<file path="config.mk">
export PLATFORM = sky130hd
export DESIGN_NAME = pwm_chan
export DESIGN_NICKNAME = d
export VERILOG_FILES = /design/src/rtl/pwm_chan_pkg.sv /design/src/rtl/pwm_chan_regs.sv /design/src/rtl/pwm_chan_prescale.sv /design/src/rtl/pwm_chan_period.sv /design/src/rtl/pwm_chan.sv
export SDC_FILE = /design/constraint.sdc
export NUM_CORES = 1
export LEC_CHECK = 0
export BUFFER_PORTS_ARGS = -buffer_cell sky130_fd_sc_hd__clkbuf_2
export CAP_MARGIN = 20
export CORE_ASPECT_RATIO = 0.6
export CORE_MARGIN = 1
export CORE_UTILIZATION = 35
export CTS_CLUSTER_SIZE = 8
export DETAILED_ROUTE_END_ITERATION = 8
export MAX_ROUTING_LAYER = met4
export PLACE_DENSITY = 0.57
export SYNTH_ARGS = -nofsm -noshare
export SYNTH_HDL_FRONTEND = slang
export SYNTH_SLANG_ARGS = --single-unit
</file>
<file path="constraint.sdc">
create_clock -name clk -period 2.9 [get_ports clk]
set_clock_uncertainty 0.15 [all_clocks]
set_input_delay 0.87 -clock clk [delete_from_list [all_inputs] [get_ports clk]]
set_output_delay 0.87 -clock clk [all_outputs]
set_load 0.03 [all_outputs]
</file>
<file path="src/rtl/pwm_chan_pkg.sv">
package pwm_chan_pkg;
  // register word indices (byte address / 4)
  localparam int CTRL_IDX  = 0;
  localparam int COUNT_IDX = 1;

  // control register field positions
  localparam int RUN_BIT  = 0;
  localparam int SEL_BIT  = 4;
  localparam int HOLD_BIT = 11;
  localparam int HALF_BIT = 15;
  localparam int DIV_LSB  = 16;

  // count register field positions
  localparam int PER_LSB  = 16;
  localparam int HIGH_LSB = 0;
endpackage

</file>
<file path="src/rtl/pwm_chan_regs.sv">
module pwm_chan_regs
  import pwm_chan_pkg::*;
#(
  parameter int CNT_W  = 10,
  parameter int DIV_W  = 4,
  parameter int ADDR_W = 3
) (
  input  logic              clk,
  input  logic              rst_n,
  input  logic              wr,
  input  logic [ADDR_W-1:0] addr,
  input  logic [31:0]       wdata,
  input  logic              boundary,
  output logic [31:0]       rdata,
  output logic              run_q,
  output logic              hold_q,
  output logic              pend_q,
  output logic [CNT_W-1:0]  act_per,
  output logic [CNT_W-1:0]  act_high,
  output logic [DIV_W-1:0]  act_div,
  output logic              act_half
);
  localparam int IDX_W = ADDR_W - 2;

  logic [CNT_W-1:0] stg_per, stg_per_d, stg_high, stg_high_d;
  logic [DIV_W-1:0] stg_div, stg_div_d;
  logic             stg_half, stg_half_d;
  logic             sel_q, sel_d, hold_d, run_d, pend_d;
  logic [CNT_W-1:0] act_per_d, act_high_d;
  logic [DIV_W-1:0] act_div_d;
  logic             act_half_d;
  logic [IDX_W-1:0] idx;
  logic             wr_ctrl, wr_cnt, apply, copy, stg_bad, next_ok;
  logic [31:0]      rd_ctrl, rd_cnt;
  logic             unused_bits;

  assign idx         = addr[ADDR_W-1:2];
  assign unused_bits = ^{addr[1:0], wdata};

  always_comb begin
    wr_ctrl    = wr && (idx == IDX_W'(CTRL_IDX));
    wr_cnt     = wr && (idx == IDX_W'(COUNT_IDX));

    stg_per_d  = wr_cnt  ? wdata[PER_LSB  +: CNT_W] : stg_per;
    stg_high_d = wr_cnt  ? wdata[HIGH_LSB +: CNT_W] : stg_high;
    stg_div_d  = wr_ctrl ? wdata[DIV_LSB  +: DIV_W] : stg_div;
    stg_half_d = wr_ctrl ? wdata[HALF_BIT]          : stg_half;
    sel_d      = wr_ctrl ? wdata[SEL_BIT]           : sel_q;
    hold_d     = wr_ctrl ? wdata[HOLD_BIT]          : hold_q;

    // staged set moves over when not held: at once if stopped, else at boundary
    apply      = pend_q && !hold_q && (!run_q || boundary);
    stg_bad    = (stg_per == '0) || (stg_high == '0);
    copy       = apply && !(run_q && stg_bad);

    act_per_d  = copy ? stg_per  : act_per;
    act_high_d = copy ? stg_high : act_high;
    act_div_d  = copy ? stg_div  : act_div;
    act_half_d = copy ? stg_half : act_half;

    pend_d     = (wr_ctrl && !wdata[HOLD_BIT]) || (wr_cnt && !hold_q) ||
                 (pend_q && !apply);

    next_ok    = (act_per_d != '0) && (act_high_d != '0);
    run_d      = wr_ctrl ? (wdata[RUN_BIT] && next_ok) : run_q;

    rd_ctrl                          = '0;
    rd_ctrl[RUN_BIT]                 = run_q;
    rd_ctrl[SEL_BIT]                 = sel_q;
    rd_ctrl[HOLD_BIT]                = hold_q;
    rd_ctrl[HALF_BIT]                = stg_half;
    rd_ctrl[DIV_LSB +: DIV_W]        = stg_div;
    rd_cnt                           = '0;
    rd_cnt[PER_LSB  +: CNT_W]        = stg_per;
    rd_cnt[HIGH_LSB +: CNT_W]        = stg_high;

    if (idx == IDX_W'(CTRL_IDX))       rdata = rd_ctrl;
    else if (idx == IDX_W'(COUNT_IDX)) rdata = rd_cnt;
    else                               rdata = '0;
  end

  always_ff @(posedge clk or negedge rst_n) begin
    if (!rst_n) begin
      stg_per  <= '0;
      stg_high <= '0;
      stg_div  <= '0;
      stg_half <= 1'b0;
      sel_q    <= 1'b0;
      hold_q   <= 1'b0;
      run_q    <= 1'b0;
      pend_q   <= 1'b0;
      act_per  <= '0;
      act_high <= '0;
      act_div  <= '0;
      act_half <= 1'b0;
    end else begin
      stg_per  <= stg_per_d;
      stg_high <= stg_high_d;
      stg_div  <= stg_div_d;
      stg_half <= stg_half_d;
      sel_q    <= sel_d;
      hold_q   <= hold_d;
      run_q    <= run_d;
      pend_q   <= pend_d;
      act_per  <= act_per_d;
      act_high <= act_high_d;
      act_div  <= act_div_d;
      act_half <= act_half_d;
    end
  end
endmodule

</file>
<file path="src/rtl/pwm_chan_prescale.sv">
module pwm_chan_prescale #(
  parameter int MAX_EXP = 24,
  parameter int EXP_W   = 5
) (
  input  logic             clk,
  input  logic             rst_n,
  input  logic             run,
  input  logic [EXP_W-1:0] exp_i,
  output logic             tick
);
  logic [MAX_EXP-1:0] pre_cnt, pre_cnt_d, term;

  always_comb begin
    term      = ~({MAX_EXP{1'b1}} << exp_i);
    tick      = run && (pre_cnt == term);
    if (!run || tick) pre_cnt_d = '0;
    else              pre_cnt_d = pre_cnt + 1'b1;
  end

  always_ff @(posedge clk or negedge rst_n) begin
    if (!rst_n) pre_cnt <= '0;
    else        pre_cnt <= pre_cnt_d;
  end
endmodule

</file>
<file path="src/rtl/pwm_chan_period.sv">
module pwm_chan_period #(
  parameter int CNT_W = 10
) (
  input  logic             clk,
  input  logic             rst_n,
  input  logic             run,
  input  logic             tick,
  input  logic [CNT_W-1:0] per,
  input  logic [CNT_W-1:0] high,
  output logic [CNT_W-1:0] cnt,
  output logic             boundary,
  output logic             pwm_o
);
  logic [CNT_W-1:0] cnt_d;
  logic             last;

  always_comb begin
    last     = (cnt == per - 1'b1);
    boundary = tick && last;
    if (!run || boundary) cnt_d = '0;
    else if (tick)        cnt_d = cnt + 1'b1;
    else                  cnt_d = cnt;
    pwm_o    = run && (cnt < high);
  end

  always_ff @(posedge clk or negedge rst_n) begin
    if (!rst_n) cnt <= '0;
    else        cnt <= cnt_d;
  end
endmodule

</file>
<file path="src/rtl/pwm_chan.sv">
module pwm_chan #(
  parameter int CNT_W   = 10,
  parameter int DIV_W   = 4,
  parameter int MAX_EXP = 24,
  parameter int ADDR_W  = 3
) (
  input  logic              clk,
  input  logic              rst_n,
  input  logic              reg_wr,
  input  logic [ADDR_W-1:0] reg_addr,
  input  logic [31:0]       reg_wdata,
  output logic [31:0]       reg_rdata,
  output logic              pwm_out
);
  localparam int EXP_W = $clog2(MAX_EXP + 1);

  logic [1:0]       rst_pipe;
  logic             rst_sync_n;
  logic             run_q, hold_q, pend_q, boundary, tick;
  logic [CNT_W-1:0] act_per, act_high, cnt;
  logic [DIV_W-1:0] act_div;
  logic             act_half;
  logic [DIV_W:0]   exp_raw;
  logic [EXP_W-1:0] act_exp;

  // asynchronous assertion, synchronous release
  always_ff @(posedge clk or negedge rst_n) begin
    if (!rst_n) rst_pipe <= 2'b00;
    else        rst_pipe <= {rst_pipe[0], 1'b1};
  end
  assign rst_sync_n = rst_pipe[1];

  always_comb begin
    exp_raw = {act_div, act_half};
    if (int'(exp_raw) > MAX_EXP) act_exp = EXP_W'(MAX_EXP);
    else                         act_exp = EXP_W'(exp_raw);
  end

  pwm_chan_regs #(.CNT_W(CNT_W), .DIV_W(DIV_W), .ADDR_W(ADDR_W)) u_regs (
    .clk(clk), .rst_n(rst_sync_n), .wr(reg_wr), .addr(reg_addr),
    .wdata(reg_wdata), .boundary(boundary), .rdata(reg_rdata),
    .run_q(run_q), .hold_q(hold_q), .pend_q(pend_q),
    .act_per(act_per), .act_high(act_high), .act_div(act_div),
    .act_half(act_half)
  );

  pwm_chan_prescale #(.MAX_EXP(MAX_EXP), .EXP_W(EXP_W)) u_pre (
    .clk(clk), .rst_n(rst_sync_n), .run(run_q), .exp_i(act_exp), .tick(tick)
  );

  pwm_chan_period #(.CNT_W(CNT_W)) u_per (
    .clk(clk), .rst_n(rst_sync_n), .run(run_q), .tick(tick),
    .per(act_per), .high(act_high), .cnt(cnt), .boundary(boundary),
    .pwm_o(pwm_out)
  );
endmodule

</file>
; ---- Yosys cells after proc, flatten, opt, wreduce, memory -nomap -nowiden
; Cells that the tools add are included.
[totals]
ff_bits = 90
latchBits = 0
mem_bits_rw = 0
romBits = 0
word_cells = 61
n_memories = 0
[classes]
addsub = 3
multipliers = 0
n_div = 0
magnitude_cmp = 2
n_eq_ne = 2
shift = 1
mux = 7
n_bitwise = 2
reduce_logical = 29
[ops]
columns = cell, n
row1 = $mux W10, 4
row2 = $mux W26, 1
row3 = $add A24 B1 Y24 const B, 1
row4 = $eq A24 B24 Y1, 1
row5 = $mux W24, 1
row6 = $not A24 Y24, 1
row7 = $shl A24 B5 Y24 const A, 1
row8 = $logic_not A10 Y1, 2
row9 = $reduce_bool A10 Y1, 2
row10 = $logic_and A1 B1 Y1, 14
row11 = $add A10 B1 Y10 const B, 1
row12 = $eq A10 B10 Y1, 1
row13 = $lt A10 B10 Y1, 1
row14 = $sub A10 B1 Y10 const B, 1
row15 = $gt A5 B5 Y1 const B, 1
row16 = $logic_not A1 Y1, 5
row17 = $logic_or A1 B1 Y1, 5
row18 = $mux W5, 1
row19 = $reduce_bool A2 Y1, 1
row20 = $not A1 Y1, 1

; ---- Logic depth before layout (Yosys ltp)
; Gate-level depths: netlist (run 1).
[logic_depth]
word_depth = 14
ltp_mapped = 12

; ---- Cells and area by module
; A second synthesis (run 1) with hierarchy kept.
[unflattened]
cells_unflattened = 556
area_unflattened_um2 = 5602.9
[by_module_without_submodules]
columns = module, n_inst, cells_per_inst, area_per_inst_um2
row1 = pwm_chan_regs, 1, 203, 2562.5
row2 = pwm_chan_prescale, 1, 217, 1896.8
row3 = pwm_chan_period, 1, 128, 1059.8
row4 = pwm_chan, 1, 8, 83.8

; ---- Least setup slack after synthesis (run 1)
; No wires, ideal clock.
[synth_path]
path_type = register to output
startpoint = register u_per.cnt[1]
endpoint = output pwm_out
arrival_time_ns = 2.012
t_required_ns = 1.880
slack_ns = -0.132
path_stages_with_launch = 8
n_path_buf = 0
cell_sequence = dfrtp_1 -> ha_1 -> a21o_1 -> a21o_1 -> a211o_1 -> a21oi_1 -> o21ai_0 -> a31oi_1
[synth_via]
elab_chain_len = 2
[synth_lines]
columns = item, line_no
row1 = start: declaration, pwm_chan_period.sv:10  ; output logic [CNT_W-1:0] cnt,
row2 = start signal: assignment, pwm_chan_period.sv:28  ; else cnt <= cnt_d;
row3 = $lt A10 B10 Y1, pwm_chan_period.sv:23  ; pwm_o = run && (cnt < high);
row4 = $logic_and A1 B1 Y1, pwm_chan_period.sv:23
row5 = end: declaration, pwm_chan.sv:13  ; output logic pwm_out
; Every way passes these cells.

; ---- Worst setup path in the final report (run 1)
; Same ends and word-level chain as after synthesis.

==> impl_metrics.json, run 1 <==
{
  "hold_buffers": 0,
  "path_clk_slew_ns": 0.07,
  "finalWeightedCongestion": 0.841,
  "violations": "setup timing",
  "p_per_area_nw_per_um2": 863,
  "viasPerCell": 5.35,
  "synth_area_leaders": "dfrtp_1, mux2_2, nor2_1",
  "die_h_um": 99.2,
  "routed_wl_um": 15100,
  "rows": 35,
  "area_growth_pct": 31.1,
  "layout-drive-gt1-share": 0.398,
  "antenna_found_initial": 0,
  "hold_slack_ns": 0.137,
  "grt_pass1_wl_um": 23700,
  "synth_seq_area_share": 0.408,
  "tightest_slew_ns": 0.628,
  "start_kind": "flop",
  "synth.most_common_cell": "dfrtp_1",
  "cts_tree": "built",
  "met1_length_um": 8130,
  "cp-end-kind": "primary output",
  "clockRootBuffer": "clkbuf_16",
  "hpwl_um": 10600,
  "cap_violations": 0,
  "worst-path-max-fanout": 2,
  "grt_pass1_vias": 4408,
  "power.total_mw": 6.24,
  "drc": 0,
  "fmax_mhz": 313,
  "dr_wl_met3_um": 972,
  "cp.required_ns": 1.88,
  "ir_drop_uv": 388,
  "portBuffers": 48,
  "diodes": 0,
  "fin_ws_ns": -0.290,
  "ys_seq_elements": 90,
  "nets": 700,
  "status": "complete, but fails checks",
  "ys.flop_type": "dfrtp_1",
  "initial_utilization": 0.359,
  "syn_area_um2": 5520,
  "core_um2": 15400,
  "wl_per_cell_um": 17.6,
  "gr-total-overflow": 0,
  "hold_violations": 0,
  "clock-sinks": 90,
  "ctsHtreeMaxLevel": 3,
  "hp-class": "in -> async",
  "synthTopCellsByCount": "dfrtp_1, nor2_1, mux2_2",
  "fillCellCount": 1383,
  "yosysWarnings": 0,
  "clock_latency_ns": 0.35,
  "yosysTopAreaCell": "dfrtp_1",
  "grt_max_degree": 49,
  "die_area_um2": 16300,
  "slew_violations": 0,
  "slew_headroom": 0.581,
  "cts_made_buffers": 9,
  "synth_top_area_frac": 0.408,
  "arrival_ns": 2.17,
  "io_pins": 71,
  "async_reset_ff_frac": 1.00,
  "period_needed_ns": 3.19,
  "wl_met2_um": 5870,
  "power.leakage_nw": 3.12,
  "setup_viol": 61,
  "drt_first_pass_iters": 5,
  "timing.final.crit_share": 1.10,
  "top_layer": "met4",
  "ys_types": 78,
  "postRouteAntennaNets": 0,
  "synth-edff-count": 0,
  "die_x_um": 164,
  "rsz0062_at_grt": "yes",
  "syn-mean-instance-area_um2": 10.1,
  "clockBufferDepth": 2,
  "synthCells": 546,
  "path_class": "reg -> out",
  "utilization": 0.470,
  "vias": 4587,
  "grt_use_total": 0.196,
  "drt_iter0_markers": 339
}
==> cell type report <==
class                   count  area (um2)  area share
repair buffers            133        1080       0.149
inverters                  18        67.6     0.00934
flip-flops and latches     90        2260       0.313
multi-input cells         398        3290       0.455
clock inverters             6        51.3     0.00709
well taps                 203         254      0.0351
clock buffers              10         229      0.0317
==> where the power goes <==
group          switching (mW)  internal (mW)
combinational            1.51           1.65
clock                   0.539          0.596
sequential              0.392           1.56
==> flip-flops by register name, summed over array words and instances, names as in the netlist, 2 cells and up <==
| register | count |
|---|---|
| rst_pipe | 2 |
| u_regs.act_per | 10 |
| u_per.cnt | 10 |
| u_regs.act_high | 10 |
| u_regs.stg_div | 4 |
| u_pre.pre_cnt | 24 |
| u_regs.stg_per | 10 |
| u_regs.stg_high | 10 |
| u_regs.act_div | 4 |
==> metrics by stage <==
step | cells | cell area, um2 | setup WS [ns] | setup TNS, ns
floorplan | 555 | 5560 | -0.00790 | -0.00790
global placement | 821 | 6320 | -0.147 | -4.08
detailed placement | 821 | 6320 | -0.202 | -2.79
CTS | 848 | 6880 | -0.368 | -2.57
global route | 858 | 7230 | -0.369 | -14.02
finish | 858 | 7230 | -0.290 | -10.25
==> cell families after synthesis <==
logic type | after synthesis | synth area share
buffers and inverters | 67 | 0.0619
AO/OA/AOI/OAI | 97 | 0.136
adder cells (fa/ha/maj) | 12 | 0.0272
multiplexers | 61 | 0.130
AND/OR/NAND/NOR | 183 | 0.181
other | 2 | 0.00136
XOR/XNOR | 34 | 0.0540
flip-flops | 90 | 0.408
==> critical path: stages, from the launching register on <==
cell      delay (ns)
dfrtp_1         0.38
ha_1            0.28
a21o_1          0.17
a21o_1          0.15
a211o_1         0.26
a21oi_2         0.12
o21ai_1         0.08
a31oi_2         0.19
clkbuf_8        0.20
==> cell usage in the layout, fill, tap and decap left out, drive strengths merged, types with 3 or more instances in the layout <==
cell type	synthesis	layout
buf	30	83
ha	12	12
nor4	16	16
nand2	27	27
and4	3	3
xnor2	18	18
o22ai	3	3
clkinv	1	4
and2	20	20
nand4	12	12
a31oi	5	5
a32oi	10	10
mux2i	4	4
mux2	57	57
nand3	18	18
dfrtp	90	90
or3	7	7
a211oi	3	3
conb	2	11
nor3	6	6
o21a	3	3
nand2b	6	6
o31ai	4	4
o21ai	15	15
a21oi	14	14
nor2	42	42
a2111oi	3	3
xor2	16	16
inv	17	20
a21o	4	4
a211o	5	5
and3	8	8
clkbuf	19	59
nor2b	8	8
==> metal layers <==
layer,track usage,up-vias
met5,-,-
met2,0.249,147
met1,0.305,2259
li1,-,2170
met3,0.0455,11
met4,0.0420,0
==> what timing repair did <==
item / in CTS / in global routing
hold endpoints to repair: 0 / 0
setup buffers: 8 / 11
resized for setup: 35 / 74
cloned: 3 / 2
setup endpoints to repair: 54 / 61
pin swaps: 18 / 29
==> worst paths after layout <==
kind / from / to / slack [ns] / cells past startpoint
worst max-delay path: u_per.cnt[1] / pwm_out / -0.29 / 8
worst min-delay path: rst_n / rst_pipe[1] / 0.14 / 1
worst max register to register: u_regs.act_div[0] / u_per.cnt[8] / -0.28 / 10
worst min register to register: rst_pipe[1] / u_regs.stg_per[9] / 0.21 / 0
max in group asynchronous: rst_pipe[1] / u_pre.pre_cnt[8] / 1.74 / 1
min in group clk: rst_pipe[0] / rst_pipe[1] / 0.21 / 0
No activity file was read; power rests on OpenSTA's default activity.
==> run 2: changes to the inputs <==
- PLACE_DENSITY: 0.57 -> 0.55
- clock period: 2.9 -> 4.1 ns (I/O delays scaled with it)
==> run 2 against run 1 <==
Against the previous run:
- the flow now finishes without violations
- total power shrank 40%
- hold slack gained 0.072 ns
- combinational power shrank 57%
- count of clock-buffer cells in the layout is the same
- critical path type unchanged
- largest power group is now sequential cells
==> impl_metrics.json, run 2 (synthesized netlist as in run 1, its figures left out) <==
{
  "cts_tree": "built",
  "hold_violations": 0,
  "cap_violations": 0,
  "clockRootBuffer": "clkbuf_16",
  "layout-drive-gt1-share": 0.232,
  "seqPwrFrac": 0.408,
  "wl_per_cell_um": 17.7,
  "clock_latency_ns": 0.35,
  "postRouteAntennaNets": 0,
  "worst-path-max-fanout": 3,
  "p_int_mw": 2.23,
  "largest_reg_flops": 24,
  "regMostFlops": "u_pre.pre_cnt",
  "fin_area_um2": 6160,
  "routed_wl_um": 13900,
  "crit_start": "u_regs.act_high[1]",
  "viasPerCell": 5.44,
  "tightest_slew_ns": 1.17,
  "hold_start": "rst_pipe[0]",
  "period_needed_ns": 3.75,
  "p_sw_frac": 0.401,
  "drt_first_pass_iters": 5,
  "initial_utilization": 0.359,
  "post-cts-setup-buffers": 0,
  "die_area_um2": 16300,
  "timing.final.crit_share": 0.914,
  "start_kind": "flop",
  "place_ws_ns": 0.409,
  "status": "completed",
  "portBuffers": 48,
  "grt_pass1_vias": 4007,
  "diodes": 0,
  "power.leakage_nw": 2.61,
  "fmax_mhz": 267,
  "p_comb_frac": 0.366,
  "vias": 4267,
  "slew_violations": 0,
  "die_x_um": 164,
  "setup_viol": 0,
  "cts_made_buffers": 9,
  "path_class": "reg -> out",
  "ctsHtreeMaxLevel": 3,
  "rsz0062_at_grt": "no",
  "io_pins": 71,
  "finalWeightedCongestion": 0.848,
  "arrival_ns": 2.37,
  "die_h_um": 99.2,
  "layoutNonFillerInstCount": 784,
  "hpwl_um": 10000,
  "utilization": 0.401,
  "drt_iter0_markers": 377,
  "gr-total-overflow": 0,
  "fin_setup_tns_ns": 0,
  "p_switching_mw": 1.49,
  "ir_drop_uv": 223,
  "reg2reg_from": "u_regs.act_div[0]",
  "grt_max_degree": 52,
  "p_per_area_nw_per_um2": 604,
  "slew_headroom": 0.220,
  "hold_buffers": 0,
  "clock-sinks": 90,
  "cts_resized": 0,
  "pwr-share-clk": 0.226,
  "nets": 627,
  "final_common_cell": "dfrtp_1",
  "cp.required_ns": 2.72,
  "area_growth_pct": 11.7,
  "hp-class": "reg -> reg",
  "placed_cell_area_um2": 5860,
  "cp-end-kind": "primary output",
  "grt_use_total": 0.184,
  "clockBufferDepth": 2,
  "core_um2": 15400,
  "grt_pass1_wl_um": 22300,
  "layout_common_cells": "dfrtp_1, clkbuf_2, nor2_1, mux2_2, nand2_1",
  "rows": 35,
  "drc": 0,
  "fin_ws_ns": 0.352,
  "dp.cells": 768,
  "antenna_found_initial": 0,
  "path_clk_slew_ns": 0.07
}
==> run 2: final timing paths <==
kind	endpoint	slack, ns	cells after the start
min reg2reg	rst_pipe[1]	0.21	0
max	pwm_out	0.35	9
max reg2reg	u_regs.act_high[0]	0.44	7
min	rst_pipe[1]	0.21	0
min in group asynchronous	u_regs.act_per[9]	0.22	0
max in group asynchronous	u_per.cnt[4]	2.61	1
==> run 2: cell type report <==
cell class              instances  area, um2
fillers                      1469       9210
multi-input cells             398       2960
well taps                     203        254
inverters                      18       67.6
repair buffers                 60        328
clock buffers                  10        229
flip-flops and latches         90       2260
clock inverters                 5       63.8
==> run 2: power by group through the flow <==
stage | logic (mW) | registers (mW) | clock network (mW)
after floorplan | 1.24 | 1.29 | 0
after global placement | 1.29 | 1.51 | 0
after detailed placement | 1.34 | 1.53 | 0
after CTS | 1.36 | 1.51 | 0.853
after global routing | 1.50 | 1.57 | 0.894
final | 1.36 | 1.52 | 0.840
==> run 2: critical path: stages (launching register included) <==
cell	delay [ns]
dfrtp_1	0.37
inv_1	0.05
ha_1	0.29
a21o_1	0.17
a21o_1	0.17
a211o_1	0.28
a21oi_1	0.16
o21ai_0	0.12
a31oi_1	0.18
clkbuf_2	0.23
==> run 2: metal layers <==
| metal | GRT usage | up-vias | routed length, um |
|---|---|---|---|
| met1 | 0.286 | 2111 | 7700 |
| met5 | - | - | 0 |
| li1 | - | 2020 | - |
| met4 | 0.0442 | 0 | 92 |
| met3 | 0.0430 | 7 | 681 |
| met2 | 0.231 | 129 | 5400 |
==> run 2: metrics by stage <==
| stage | hold WS, ns | power, mW |
|---|---|---|
| 6_report | 0.209 | 3.72 |
| 5_1_grt | 0.220 | 3.96 |
| 4_1_cts | 0.215 | 3.72 |
| 3_5_place_dp | 0.199 | 2.87 |
| 3_3_place_gp | 0.186 | 2.80 |
| 2_1_floorplan | 0.181 | 2.53 |
